==> src/rtl/memreq_pkg.sv <==
package memreq_pkg;

    typedef enum logic [0:0] {
        SW_IDLE  = 1'b0,
        SW_BURST = 1'b1
    } sw_state_e;

endpackage

==> src/rtl/memreq_order_fifo.sv <==
module memreq_order_fifo #(
    parameter int N_MST = 3,
    parameter int DEPTH = 4
) (
    input  logic                                 clk,
    input  logic                                 rst_n,
    input  logic                                 push,
    input  logic [((N_MST > 1) ? $clog2(N_MST) : 1)-1:0] push_id,
    input  logic                                 pop,
    output logic [((N_MST > 1) ? $clog2(N_MST) : 1)-1:0] head_id,
    output logic                                 empty,
    output logic                                 full
);
    localparam int IDW = (N_MST > 1) ? $clog2(N_MST) : 1;
    localparam int PW  = (DEPTH > 1) ? $clog2(DEPTH) : 1;

    logic [IDW-1:0] slots [DEPTH];
    logic [PW-1:0]  wr_ptr, rd_ptr;
    logic [PW:0]    fill;

    assign empty   = (fill == '0);
    assign full    = (fill == (PW+1)'(DEPTH));
    assign head_id = slots[rd_ptr];

    always_ff @(posedge clk) begin
        if (!rst_n) begin
            wr_ptr <= '0;
            rd_ptr <= '0;
            fill   <= '0;
        end else begin
            if (push) begin
                slots[wr_ptr] <= push_id;
                wr_ptr        <= (wr_ptr == PW'(DEPTH-1)) ? '0 : wr_ptr + 1'b1;
            end
            if (pop) begin
                rd_ptr <= (rd_ptr == PW'(DEPTH-1)) ? '0 : rd_ptr + 1'b1;
            end
            case ({push, pop})
                2'b10:   fill <= fill + 1'b1;
                2'b01:   fill <= fill - 1'b1;
                default: fill <= fill;
            endcase
        end
    end
endmodule

==> src/rtl/memreq_beat_sel.sv <==
module memreq_beat_sel #(
    parameter int N_MST = 3,
    parameter int DW    = 32
) (
    input  logic [N_MST-1:0]    sel,
    input  logic [N_MST-1:0]    valid,
    input  logic [N_MST-1:0]    wr,
    input  logic [N_MST-1:0]    last,
    input  logic [N_MST*DW-1:0] data,
    output logic                b_valid,
    output logic                b_wr,
    output logic                b_last,
    output logic [DW-1:0]       b_data,
    output logic [((N_MST > 1) ? $clog2(N_MST) : 1)-1:0] b_idx
);
    localparam int IDW = (N_MST > 1) ? $clog2(N_MST) : 1;

    logic [DW-1:0] slot_data [N_MST];

    for (genvar k = 0; k < N_MST; k++) begin : g_slot
        assign slot_data[k] = data[k*DW +: DW] & {DW{sel[k]}};
    end

    assign b_valid = |(sel & valid);
    assign b_wr    = |(sel & wr);
    assign b_last  = |(sel & last);

    always_comb begin
        b_data = '0;
        b_idx  = '0;
        for (int k = 0; k < N_MST; k++) begin
            b_data = b_data | slot_data[k];
            if (sel[k]) b_idx = IDW'(k);
        end
    end
endmodule

==> src/rtl/memreq_switch.sv <==
module memreq_switch
    import memreq_pkg::*;
#(
    parameter int N_MST     = 3,
    parameter int DW        = 32,
    parameter int ORD_DEPTH = 4
) (
    input  logic                clk,
    input  logic                rst_n,
    input  logic [N_MST-1:0]    grant_in,
    input  logic [N_MST-1:0]    m_req_valid,
    input  logic [N_MST-1:0]    m_req_wr,
    input  logic [N_MST-1:0]    m_req_last,
    input  logic [N_MST*DW-1:0] m_req_data,
    output logic [N_MST-1:0]    m_req_accept,
    output logic                mem_req_valid,
    output logic                mem_req_wr,
    output logic                mem_req_last,
    output logic [DW-1:0]       mem_req_data,
    input  logic                mem_req_accept,
    input  logic                mem_rsp_valid,
    input  logic [DW-1:0]       mem_rsp_data,
    output logic [N_MST-1:0]    m_rsp_valid,
    output logic [DW-1:0]       m_rsp_data
);
    localparam int IDW = (N_MST > 1) ? $clog2(N_MST) : 1;

    sw_state_e        state_q, state_d;
    logic [N_MST-1:0] owner_q, owner_d;
    logic [N_MST-1:0] sel;
    logic             grant_ok;

    logic             b_valid, b_wr, b_last;
    logic [DW-1:0]    b_data;
    logic [IDW-1:0]   b_idx;

    logic             is_read, blocked, xfer;
    logic             q_push, q_pop, q_empty, q_full;
    logic [IDW-1:0]   q_head;

    assign grant_ok = (grant_in != '0) && ((grant_in & (grant_in - 1'b1)) == '0);

    memreq_beat_sel #(.N_MST(N_MST), .DW(DW)) u_sel (
        .sel    (sel),
        .valid  (m_req_valid),
        .wr     (m_req_wr),
        .last   (m_req_last),
        .data   (m_req_data),
        .b_valid(b_valid),
        .b_wr   (b_wr),
        .b_last (b_last),
        .b_data (b_data),
        .b_idx  (b_idx)
    );

    // State register
    always_ff @(posedge clk) begin
        if (!rst_n) begin
            state_q <= SW_IDLE;
            owner_q <= '0;
        end else begin
            state_q <= state_d;
            owner_q <= owner_d;
        end
    end

    // Selection and next state
    always_comb begin
        state_d = state_q;
        owner_d = owner_q;
        sel     = '0;
        unique case (state_q)
            SW_IDLE: begin
                sel = grant_ok ? grant_in : '0;
                if (xfer && b_wr) begin
                    state_d = SW_BURST;
                    owner_d = sel;
                end
            end
            SW_BURST: begin
                sel = owner_q;
                if (xfer && b_last) begin
                    state_d = SW_IDLE;
                    owner_d = '0;
                end
            end
        endcase
    end

    // Outputs
    always_comb begin
        is_read       = (state_q == SW_IDLE) && !b_wr;
        blocked       = is_read && q_full;
        mem_req_valid = b_valid && !blocked;
        mem_req_wr    = (state_q == SW_BURST) || b_wr;
        mem_req_last  = (state_q == SW_BURST) && b_last;
        mem_req_data  = b_data;
        m_req_accept  = (mem_req_accept && !blocked) ? sel : '0;
        xfer          = mem_req_valid && mem_req_accept;
        q_push        = xfer && is_read;
        q_pop         = mem_rsp_valid && !q_empty;
        m_rsp_valid   = q_pop ? ({{(N_MST-1){1'b0}}, 1'b1} << q_head) : '0;
        m_rsp_data    = mem_rsp_data;
    end

    memreq_order_fifo #(.N_MST(N_MST), .DEPTH(ORD_DEPTH)) u_order (
        .clk    (clk),
        .rst_n  (rst_n),
        .push   (q_push),
        .push_id(b_idx),
        .pop    (q_pop),
        .head_id(q_head),
        .empty  (q_empty),
        .full   (q_full)
    );
endmodule

==> config.mk <==
export PLATFORM = sky130hd
export DESIGN_NAME = memreq_switch
export DESIGN_NICKNAME = d
export VERILOG_FILES = /design/src/rtl/memreq_pkg.sv /design/src/rtl/memreq_order_fifo.sv /design/src/rtl/memreq_beat_sel.sv /design/src/rtl/memreq_switch.sv
export SDC_FILE = /design/constraint.sdc
export NUM_CORES = 1
export LEC_CHECK = 0
export CAP_MARGIN = 20
export CORE_MARGIN = 2
export CORE_UTILIZATION = 30
export DETAILED_ROUTE_END_ITERATION = 6
export PLACE_DENSITY = 0.85
export SETUP_SLACK_MARGIN = 0.3
export SYNTH_ARGS = -nofsm -noshare
export SYNTH_HDL_FRONTEND = slang
export SYNTH_SLANG_ARGS = --single-unit
==> constraint.sdc <==
create_clock -name clk -period 5.65 [get_ports clk]
set_input_delay 1.13 -clock clk [delete_from_list [all_inputs] [get_ports clk]]
set_output_delay 1.13 -clock clk [all_outputs]
set_load 0.005 [all_outputs]
Word-level counts from Yosys, hierarchy flattened
Memory sizes are Yosys's and may differ from the RTL's. A register that Yosys moved wholly into a read port is not among the register bits. Cells that the tools add are included. Widths: inputs -> output; s select.

Register bits after elaboration: 11. Bits in writable memories: 8. Bits of input ports: 144. Output and inout port bits: 73. Word-level logic and storage cells: 72. Memories kept: 1.

$add $sub $neg: 5. Eq/ne operators: 7. Shifts and indexed selects: 1. Mux-type cells: 20. Bitwise operators: 10. Reduce and logical (&&, ||, !) cells: 23.

Memory list: u_order.slots (depth 4, bits a word 2, rd ports 1, clocked after memory_dff 1, wr ports 1, line memreq_order_fifo.sv:17) `logic [IDW-1:0] slots [DEPTH];`.

Operators by type and width (number): $and 32x32->32 (3); $or 32x32->32 (2); $pmux 3 s2 (3); $mux 3 (5); $and 3x3->3 (4); $logic_and 1x1->1 (11); $mux 2 (5); $reduce_or 3->1 (3); $eq 2x2->1 const B (3); $logic_not 3->1 (2); $mux 1 (6); $sub 3x1->3 const B (2); $add 2x1->2 const B (2); $add 3x1->3 const B (1); $eq 3x3->1 const B (1); $logic_not 1->1 (3); $reduce_bool 3->1 (1); $shl 1x2->3 const A (1); $eq 2x1->1 const B (1); $ne 2x1->1 const B (1); $ne 2x2->1 const B (1); $pmux 1 s2 (1); $reduce_and 2->1 (1); $reduce_bool 2->1 (1); other kinds (2) (2).

Longest topological paths before layout
Gate-level depths: netlist of the first run.

Depth after elaboration: 18. Gate-level depth with buffers: 13. Mapped depth without buffers: 11.

By module
A second synthesis of the first run with hierarchy kept.

Cell total of the unflattened synthesis: 214. Area, all modules: 1915.6 um^2.

Modules (own cells, without submodules): memreq_order_fifo (instances 1, cells each 58, area each 750.7 um^2, sequential area each 420.4 um^2); memreq_beat_sel (instances 1, cells each 84, area each 618.1 um^2, sequential area each 0.0 um^2); memreq_switch (instances 1, cells each 72, area each 546.8 um^2, sequential area each 80.1 um^2).

Worst setup path after synthesis of the first run
No wires, ideal clock.

Path kind: in2reg. From: in grant_in[2]. To: reg u_order.fill[2]. Library setup time: 70 ps. Arrival: 3335 ps. Data required time: 5580 ps. Slack: 2245 ps. Stages: 12. Buffers on the path: 1. Cells stage by stage: nor4b_2 > or2_1 > buf_2 > a221oi_2 > nor3_4 > inv_1 > ha_1 > inv_1 > fa_1 > xor2_1 > or3_1 > a21oi_1.

Longest elaborated chain between the ends: 17. Elaborated cells on any way between the ends: 22. Classes of those cells: 1 x add/sub; 2 x eq/ne; 3 x mux; 3 x bitwise; 13 x reduce/logical.

RTL lines: start: declaration (line memreq_switch.sv:10) `input logic [N_MST-1:0] grant_in,`; $sub 3x1->3 (line memreq_switch.sv:41) `assign grant_ok = (grant_in != '0) && ((grant_in & (grant_in - 1'b1)) == '0);`; $and 3x3->3 (line memreq_switch.sv:41); $logic_not 3->1 (line memreq_switch.sv:41); $logic_and 1x1->1 (line memreq_switch.sv:41); $mux 3 * (line memreq_switch.sv:74) `sel = grant_ok ? grant_in : '0;`; $pmux 3 s2 * (line memreq_switch.sv:72) `unique case (state_q)`; $and 3x3->3 (line memreq_beat_sel.sv:25) `assign b_wr = |(sel & wr);`; $reduce_or 3->1 (line memreq_beat_sel.sv:25); $logic_not 1->1 (line memreq_switch.sv:92) `is_read = (state_q == SW_IDLE) && !b_wr;`; $logic_and 1x1->1 (line memreq_switch.sv:92); $logic_and 1x1->1 (line memreq_switch.sv:93) `blocked = is_read && q_full;`; $logic_not 1->1 (line memreq_switch.sv:94) `mem_req_valid = b_valid && !blocked;`; $logic_and 1x1->1 (line memreq_switch.sv:94); $logic_and 1x1->1 (line memreq_switch.sv:99) `xfer = mem_req_valid && mem_req_accept;`; $logic_and 1x1->1 * (line memreq_switch.sv:100) `q_push = xfer && is_read;`; $eq 2x1->1 or $eq 2x2->1 (tied branches) (line memreq_order_fifo.sv:38) `case ({push, pop})`; $pmux 3 s2 or $reduce_bool 2->1 (tied branches); end signal: assignment (line memreq_order_fifo.sv:39) `2'b10: fill <= fill + 1'b1;`; end signal: assignment (line memreq_order_fifo.sv:40) `2'b01: fill <= fill - 1'b1;`; end signal: assignment (line memreq_order_fifo.sv:41) `default: fill <= fill;`; end: declaration (line memreq_order_fifo.sv:19) `logic [PW:0] fill;`.

Mark *: on every way between the ends. The rest lies on a longest branch, timed or not. A chain may end at the register's enable or synchronous reset.

Final worst setup path of the first run
From: in grant_in[1]. To: out mem_req_data[13].

Longest elaborated chain between the ends: 9. Elaborated cells on any way between the ends: 12. Classes of those cells: 1 x add/sub; 2 x mux; 6 x bitwise; 3 x reduce/logical.

RTL lines: $sub 3x1->3 (line memreq_switch.sv:41); $and 3x3->3 (line memreq_switch.sv:41); $logic_not 3->1 (line memreq_switch.sv:41); $logic_and 1x1->1 (line memreq_switch.sv:41); $mux 3 * (line memreq_switch.sv:74); $pmux 3 s2 * (line memreq_switch.sv:72); $and 32x32->32 (line memreq_beat_sel.sv:21) `assign slot_data[k] = data[k*DW +: DW] & {DW{sel[k]}};`; $or 32x32->32 (line memreq_beat_sel.sv:32) `b_data = b_data | slot_data[k];`; $or 32x32->32 * (line memreq_beat_sel.sv:32); end: declaration (line memreq_switch.sv:19) `output logic [DW-1:0] mem_req_data,`.

Marks and branches as above.

==> results.sh, run 1 <==
export IMPL_status="complete, but fails checks"
export IMPL_violations="design-rule violations"
export IMPL_antenna_found_initial=0
export IMPL_min_to="owner_q[2]"
export IMPL_placed_area_um2=3308
export IMPL_wl_per_cell_um=16.82
export IMPL_fin_nets=491
export IMPL_worstMarginPinSlew_ns=0.7691
export IMPL_yosys_warnings=0
export IMPL_root_buffer="clkbuf_8"
export IMPL_maxSlewViolCount=0
export IMPL_vias=2236
export IMPL_mappedNetlistArea_um2=1958
export IMPL_layout_commonest_cell="clkdlybuf4s50_1"
export IMPL_drtAntennaViolNets=0
export IMPL_crit_slowest_cell="clkdlybuf4s50_1"
export IMPL_grt_max_degree=33
export IMPL_dp_final_hpwl_um=5785
export IMPL_met3_usage_pct=5.703
export IMPL_finalCriticalPeriod_ns=4.846
export IMPL_critPathCaptureType="output port"
export IMPL_critPathKind="in2out"
export IMPL_fin_ws_ns=0.8043
export IMPL_power_leakage_uw=0.001414
export IMPL_cts_hold_repair_buffers=0
export IMPL_coreArea_um2=6314
export IMPL_r2r_slack_ns=2.46
export IMPL_met2_usage_pct=33.93
export IMPL_syn2layout_area_growth_pct=71.25
export IMPL_busiest_layer="met2"
export IMPL_grt_pass1_wl_um=11090
export IMPL_synth_cell_types=42
export IMPL_r2r_cells=11
export IMPL_syn_num_nets=376
export IMPL_cp_max_fo=21
export IMPL_fin_crit_sh_pct=85.77
export IMPL_viasPerCell=5.375
export IMPL_drive_gt1_share_pct=5.015
export IMPL_hold_path_class="reg2reg"
export IMPL_maxClockFrequency_mhz=206.4
export IMPL_cts_sinks=21
export IMPL_crit_top_cell="clkdlybuf4s50_1"
export IMPL_numCtsBuffers=3
export IMPL_place_inst=412
export IMPL_power_uw=466.3
export IMPL_ys_ff_latch=21
export IMPL_rsz0062_at_grt="false"
export IMPL_post_layout_nonfiller_instances=416
export IMPL_drt_initial_drc_count=228
export IMPL_grt_overflow_total=0
export IMPL_cts_tree="yes"
export IMPL_n_antenna_cell=0
export IMPL_ios=217
export IMPL_synth_edf_count=8
export IMPL_track_usage_pct=19.07
export IMPL_final_setup_tns_ns=0
export IMPL_floorplan_initialDensity_pct=31.01
export IMPL_gr_usage_met1_pct=23.20
export IMPL_wl_um=6998
export IMPL_max_stage_delay_ns=0.52
export IMPL_port_buffers=152
export IMPL_synthArstFlopShare_pct=0
export IMPL_clkTransAtPathRegs_ns=0.07
export IMPL_reg2reg_from="state_q"
export IMPL_avgSynthCellArea_um2=8.703
export IMPL_worstPathRequired_ns=4.52
export IMPL_drv_cap=0
export IMPL_path_cells="clkdlybuf4s50_1, nor4b_2, or2_1, buf_4, a222oi_1, inv_1, clkdlybuf4s50_1"
export IMPL_clk_insertion_delay_late_ns=0.26
export IMPL_synthCells=225
export IMPL_holdPathStages=2
export IMPL_r2r_end="u_order.fill[2]"
export IMPL_arrival_ns=3.72
export IMPL_final_cell_mix="152 x clkdlybuf4s50_1, 42 x inv_1, 32 x a222oi_1"
export IMPL_synthFlopType="dfxtp_1"
export IMPL_placementRows=29
export IMPL_firstDrtPassIters=7
export IMPL_gp_congestion=0.8179
export IMPL_maxSlewHeadroom_pct=48.29
export IMPL_drc_errors=9
export IMPL_report_final_hold_viol_count=0
export IMPL_post_cts_buffers=0
export IMPL_finClkSkew_ns=0.002439
export IMPL_grt_pass1_vias=2181
export IMPL_setup_viol=0
export IMPL_place_ws_ns=0.8254
export IMPL_htree_levels=1
export IMPL_power_density_nw_per_um2=139.1
export IMPL_cts_resized=0
export IMPL_fill_cells=593
export IMPL_die_w_um=84.79
export IMPL_clockBufferDepth=2
export IMPL_vdd_drop_max_v=0.0001445
export IMPL_die_area_um2=7189
export IMPL_die_h_um=84.79
export IMPL_cp_start_kind="input port"
export IMPL_hold_start="owner_q[2]"
export IMPL_seq_area_frac_synth_pct=25.56
export IMPL_stdcell_area_um2=3353
[per-layer routing]
layer | share of wire, % | vias to the layer above
li1 | - | 1035
met1 | 38 | 1046
met2 | 50 | 145
met3 | 11 | 10
met4 | 0.77 | 0
met5 | 0 | -
[power by group]
group	switching, uW	internal (uW)
Sequential	6.35	163
Combinational	69.7	131
Clock	46.8	50.2
[worst max-delay path by stage]
stage | from | end | slack [ns] | cells after the start
finish | grant_in[1] | mem_req_data[13] | 0.80 | 7
global route | grant_in[1] | mem_req_data[13] | 0.68 | 7
CTS | grant_in[0] | mem_req_data[13] | 0.82 | 7
detailed placement | grant_in[1] | mem_req_data[13] | 0.83 | 7
global placement | grant_in[0] | mem_req_data[13] | 0.90 | 7
floorplan | grant_in[2] | u_order.fill[2] | 2.25 | 12
[worst max-delay path, delay by kind of cell]
family,cells,cell delay (ns)
compound gates,1,0.49
simple gates,2,0.69
buf+inv,4,1.40
[cell families (layout without fill, tap and decap cells)]
family,after synthesis,count (layout),share of synthesized area [%]
and+or+nand+nor,45,45,14.57
AOI/OAI and AO/OA,56,56,25.75
DFF,21,21,25.56
xor gates and xnor gates,2,2,0.8947
adders and majority gates,7,7,4.856
muxes,7,7,4.856
buffers and inverters,87,201,23.51
[state kept, by name, indices dropped and copies added (netlist names), named ones only]
name	flops
state_q	1
u_order.wr_ptr	2
u_order.fill	3
u_order.slots	8
u_order.rd_ptr	2
owner_q	3
[metrics by stage]
step | hold WS (ns) | utilization (%)
2_1_floorplan | 0.4335 | -
6_report | 0.4656 | 53.11
3_5_place_dp | 0.4582 | 52.40
5_1_grt | 0.4949 | 53.11
3_3_place_gp | 0.4469 | 52.40
4_1_cts | 0.4688 | 53.11
[layout make-up]
class                           instances  area, um2  share of cell area (%)
Sequential cell                        21      500.5                   14.93
Multi-Input combinational cell        117      997.2                   29.74
Timing Repair Buffer                  155       1556                   46.42
Tap cell                               77      96.34                   2.873
Clock buffer                            4      45.04                   1.343
Inverter                               42      157.7                   4.701
[cells in the mapped netlist (3+ instances only)]
cell type | instances | area [um2]
a21oi_1 | 6 | 30.03
a222oi_1 | 32 | 320.3
and2_1 | 5 | 31.28
and3_1 | 5 | 31.28
buf_1 | 5 | 18.77
buf_2 | 5 | 25.02
buf_4 | 32 | 240.2
dfxtp_1 | 13 | 260.3
edfxtp_1 | 8 | 240.2
ha_1 | 6 | 75.07
inv_1 | 42 | 157.7
mux2i_1 | 5 | 50.05
nand2_1 | 10 | 37.54
nor2_1 | 5 | 18.77
nor3_1 | 3 | 15.01
o21ai_0 | 4 | 20.02
o21ai_1 | 3 | 15.01
No activity file was read; power rests on OpenSTA's default activity.
==> inputs of run 2 (changes only) <==
Settings changed: SETUP_SLACK_MARGIN 0.3 to 0.05.
==> results of run 2 <==
Final layout, timing and power as in run 1 (identical DEF).
==> inputs of run 3 (changes only) <==
Settings changed: CTS_CLUSTER_SIZE set to 16, PLACE_DENSITY 0.85 to 0.86, SYNTH_HIERARCHICAL set to 1.
==> results.sh, run 3 <==
export IMPL_status="complete, but fails checks"
export IMPL_violations="design-rule violations"
export IMPL_final_setup_tns_ns=0
export IMPL_drv_cap=0
export IMPL_reg2reg_from="state_q"
export IMPL_hold_path_class="reg2reg"
export IMPL_path_cells="clkdlybuf4s50_1, nor4b_1, a21o_1, buf_4, a222oi_1, inv_1, inv_1, a21oi_1, clkdlybuf4s50_1"
export IMPL_top_register="u_order/slots"
export IMPL_netlist_area_leader_share_pct=18.29
export IMPL_gp_congestion=0.7976
export IMPL_crit_slowest_cell="clkdlybuf4s50_1"
export IMPL_synthCells=214
export IMPL_clkPwrFrac_pct=20.1
export IMPL_drtAntennaViolNets=0
export IMPL_syn_num_nets=365
export IMPL_ys_ff_latch=21
export IMPL_final_cell_mix="152 x clkdlybuf4s50_1, 45 x inv_1, 35 x a222oi_1"
export IMPL_synthArstFlopShare_pct=0
export IMPL_holdPathStages=2
export IMPL_drt_initial_drc_count=191
export IMPL_coreArea_um2=6277
export IMPL_cp_max_fo=34
export IMPL_clk_insertion_delay_late_ns=0.25
export IMPL_worstPathRequired_ns=4.52
export IMPL_grt_pass1_wl_um=10940
export IMPL_cts_tree="yes"
export IMPL_drc_errors=2
export IMPL_avgSynthCellArea_um2=8.951
export IMPL_vias=2085
export IMPL_critPathKind="in2out"
export IMPL_yosys_warnings=6
export IMPL_placementRows=29
export IMPL_viasPerCell=5.148
export IMPL_finalCriticalPeriod_ns=4.730
export IMPL_die_area_um2=7041
export IMPL_startpoint="grant_in[0]"
export IMPL_setup_viol=0
export IMPL_cp_endpoint="mem_req_valid"
export IMPL_gr_usage_met1_pct=18.36
export IMPL_cts_hold_repair_buffers=0
export IMPL_drive_gt1_share_pct=3.659
export IMPL_synthFlopType="dfxtp_1"
export IMPL_max_stage_delay_ns=0.52
export IMPL_worstMarginPinSlew_ns=0.5021
export IMPL_maxSlewHeadroom_pct=66.42
export IMPL_met2_usage_pct=40.44
export IMPL_synth_area_leaders="a222oi_1 18%, dfxtp_1 14%, buf_4 13%"
export IMPL_ios=217
export IMPL_r2r_slack_ns=2.34
export IMPL_r2r_end="u_order/fill[2]"
export IMPL_combPwrFrac_pct=43.5
export IMPL_whs_ns=0.4755
export IMPL_swShare_pct=25.18
export IMPL_power_uw=466.7
export IMPL_critPathCaptureType="output port"
export IMPL_clockBufferDepth=2
export IMPL_dp_final_hpwl_um=6230
export IMPL_largest_reg_flops=8
export IMPL_maxClockFrequency_mhz=211.4
export IMPL_mappedNetlistArea_um2=1916
export IMPL_n_antenna_cell=0
export IMPL_synth_edf_count=8
export IMPL_wl_per_cell_um=18.54
export IMPL_rsz0062_at_grt="false"
export IMPL_grt_pass1_vias=2042
export IMPL_grt_overflow_total=0
export IMPL_place_inst=401
export IMPL_r2r_cells=15
export IMPL_intPower_uw=349.2
export IMPL_yosysTopAreaCell="a222oi_1"
export IMPL_post_layout_nonfiller_instances=405
export IMPL_layout_commonest_cell="clkdlybuf4s50_1"
export IMPL_finClkSkew_ns=0.002653
export IMPL_regArea_um2=500.5
export IMPL_floorplan_initialDensity_pct=30.52
export IMPL_power_density_nw_per_um2=144.3
export IMPL_switching_power_uw=117.5
export IMPL_synthTopCellsByCount="45 x inv_1, 35 x a222oi_1, 33 x buf_4"
export IMPL_grt_max_degree=35
export IMPL_numCtsBuffers=3
export IMPL_cp_start_kind="input port"
export IMPL_synth_most_common_cell="inv_1"
export IMPL_arrival_ns=3.60
export IMPL_syn2layout_area_growth_pct=68.84
export IMPL_fin_crit_sh_pct=83.72
export IMPL_htree_levels=1
export IMPL_post_cts_buffers=0
export IMPL_maxSlewViolCount=0
export IMPL_port_buffers=152
export IMPL_die_h_um=83.91
export IMPL_wl_um=7510
export IMPL_power_leakage_uw=0.001403
export IMPL_vdd_drop_max_v=0.0001108
export IMPL_top_regs="u_order/slots: 8 flops, owner_q: 3 flops, u_order/fill: 3 flops"
export IMPL_die_w_um=83.91
export IMPL_met3_usage_pct=6.330
export IMPL_busiest_layer="met2"
export IMPL_synth_cell_types=34
export IMPL_track_usage_pct=19.81
export IMPL_report_final_hold_viol_count=0
export IMPL_power_frac_seq_pct=36.4
export IMPL_clkTransAtPathRegs_ns=0.07
export IMPL_fill_cells=600
export IMPL_root_buffer="clkbuf_8"
export IMPL_antenna_found_initial=0
export IMPL_multi_input_area_um2=872.1
export IMPL_cts_sinks=21
export IMPL_fin_nets=480
export IMPL_seq_area_frac_synth_pct=26.13
export IMPL_cts_resized=0
export IMPL_firstDrtPassIters=7
[run 3: worst min path at each step]
stage,start,endpoint
CTS,owner_q[2],owner_q[2]
global placement,owner_q[2],owner_q[2]
detailed placement,owner_q[2],owner_q[2]
finish,owner_q[2],owner_q[2]
global route,owner_q[2],owner_q[2]
floorplan,owner_q[2],owner_q[2]
[run 3: area by class of cell]
class                           count  area share (%)
Timing Repair Buffer              156           47.97
Clock buffer                        4           1.393
Inverter                           45           5.222
Tap cell                           77           2.979
Sequential cell                    21           15.47
Multi-Input combinational cell    102           26.96
[run 3: cell families after synthesis]
kind of cell               count (synthesis)  synth area share, %
and+or+nand+nor                           38                11.50
buffers and inverters                     91                28.35
muxes                                      6                4.507
AOI/OAI and AO/OA                         49                23.64
xor gates and xnor gates                   2               0.9146
DFF                                       21                26.13
adders and majority gates                  7                4.964
[run 3: per-layer routing]
metal	vias up	wire (um)
met5	-	0
met3	12	771
met4	0	111
met1	965	2347
li1	980	-
met2	128	4279
[run 3: worst max-delay path: cells and delay by family]
kind	cells	cell delay, ns
buffers and inverters	5	1.56
AOI/OAI and AO/OA	3	0.51
and+or+nand+nor	1	0.39
[run 3: through the flow]
step,worst slack (ns),utilization [%],cell area (um2)
after global placement,0.9907,50.81,3189
after detailed placement,0.9590,50.81,3189
after CTS,0.9272,51.52,3234
after global routing,0.6807,51.52,3234
after floorplan,1.840,-,1916
final,0.9197,51.52,3234
[run 3: power by group through the flow]
stage / Combinational [uW] / Sequential (uW) / Clock (uW)
after floorplan: 95.5 / 172 / 0
after global placement: 199 / 173 / 0
after detailed placement: 202 / 173 / 0
after CTS: 204 / 170 / 98.1
after global routing: 219 / 171 / 103
final: 203 / 170 / 93.8
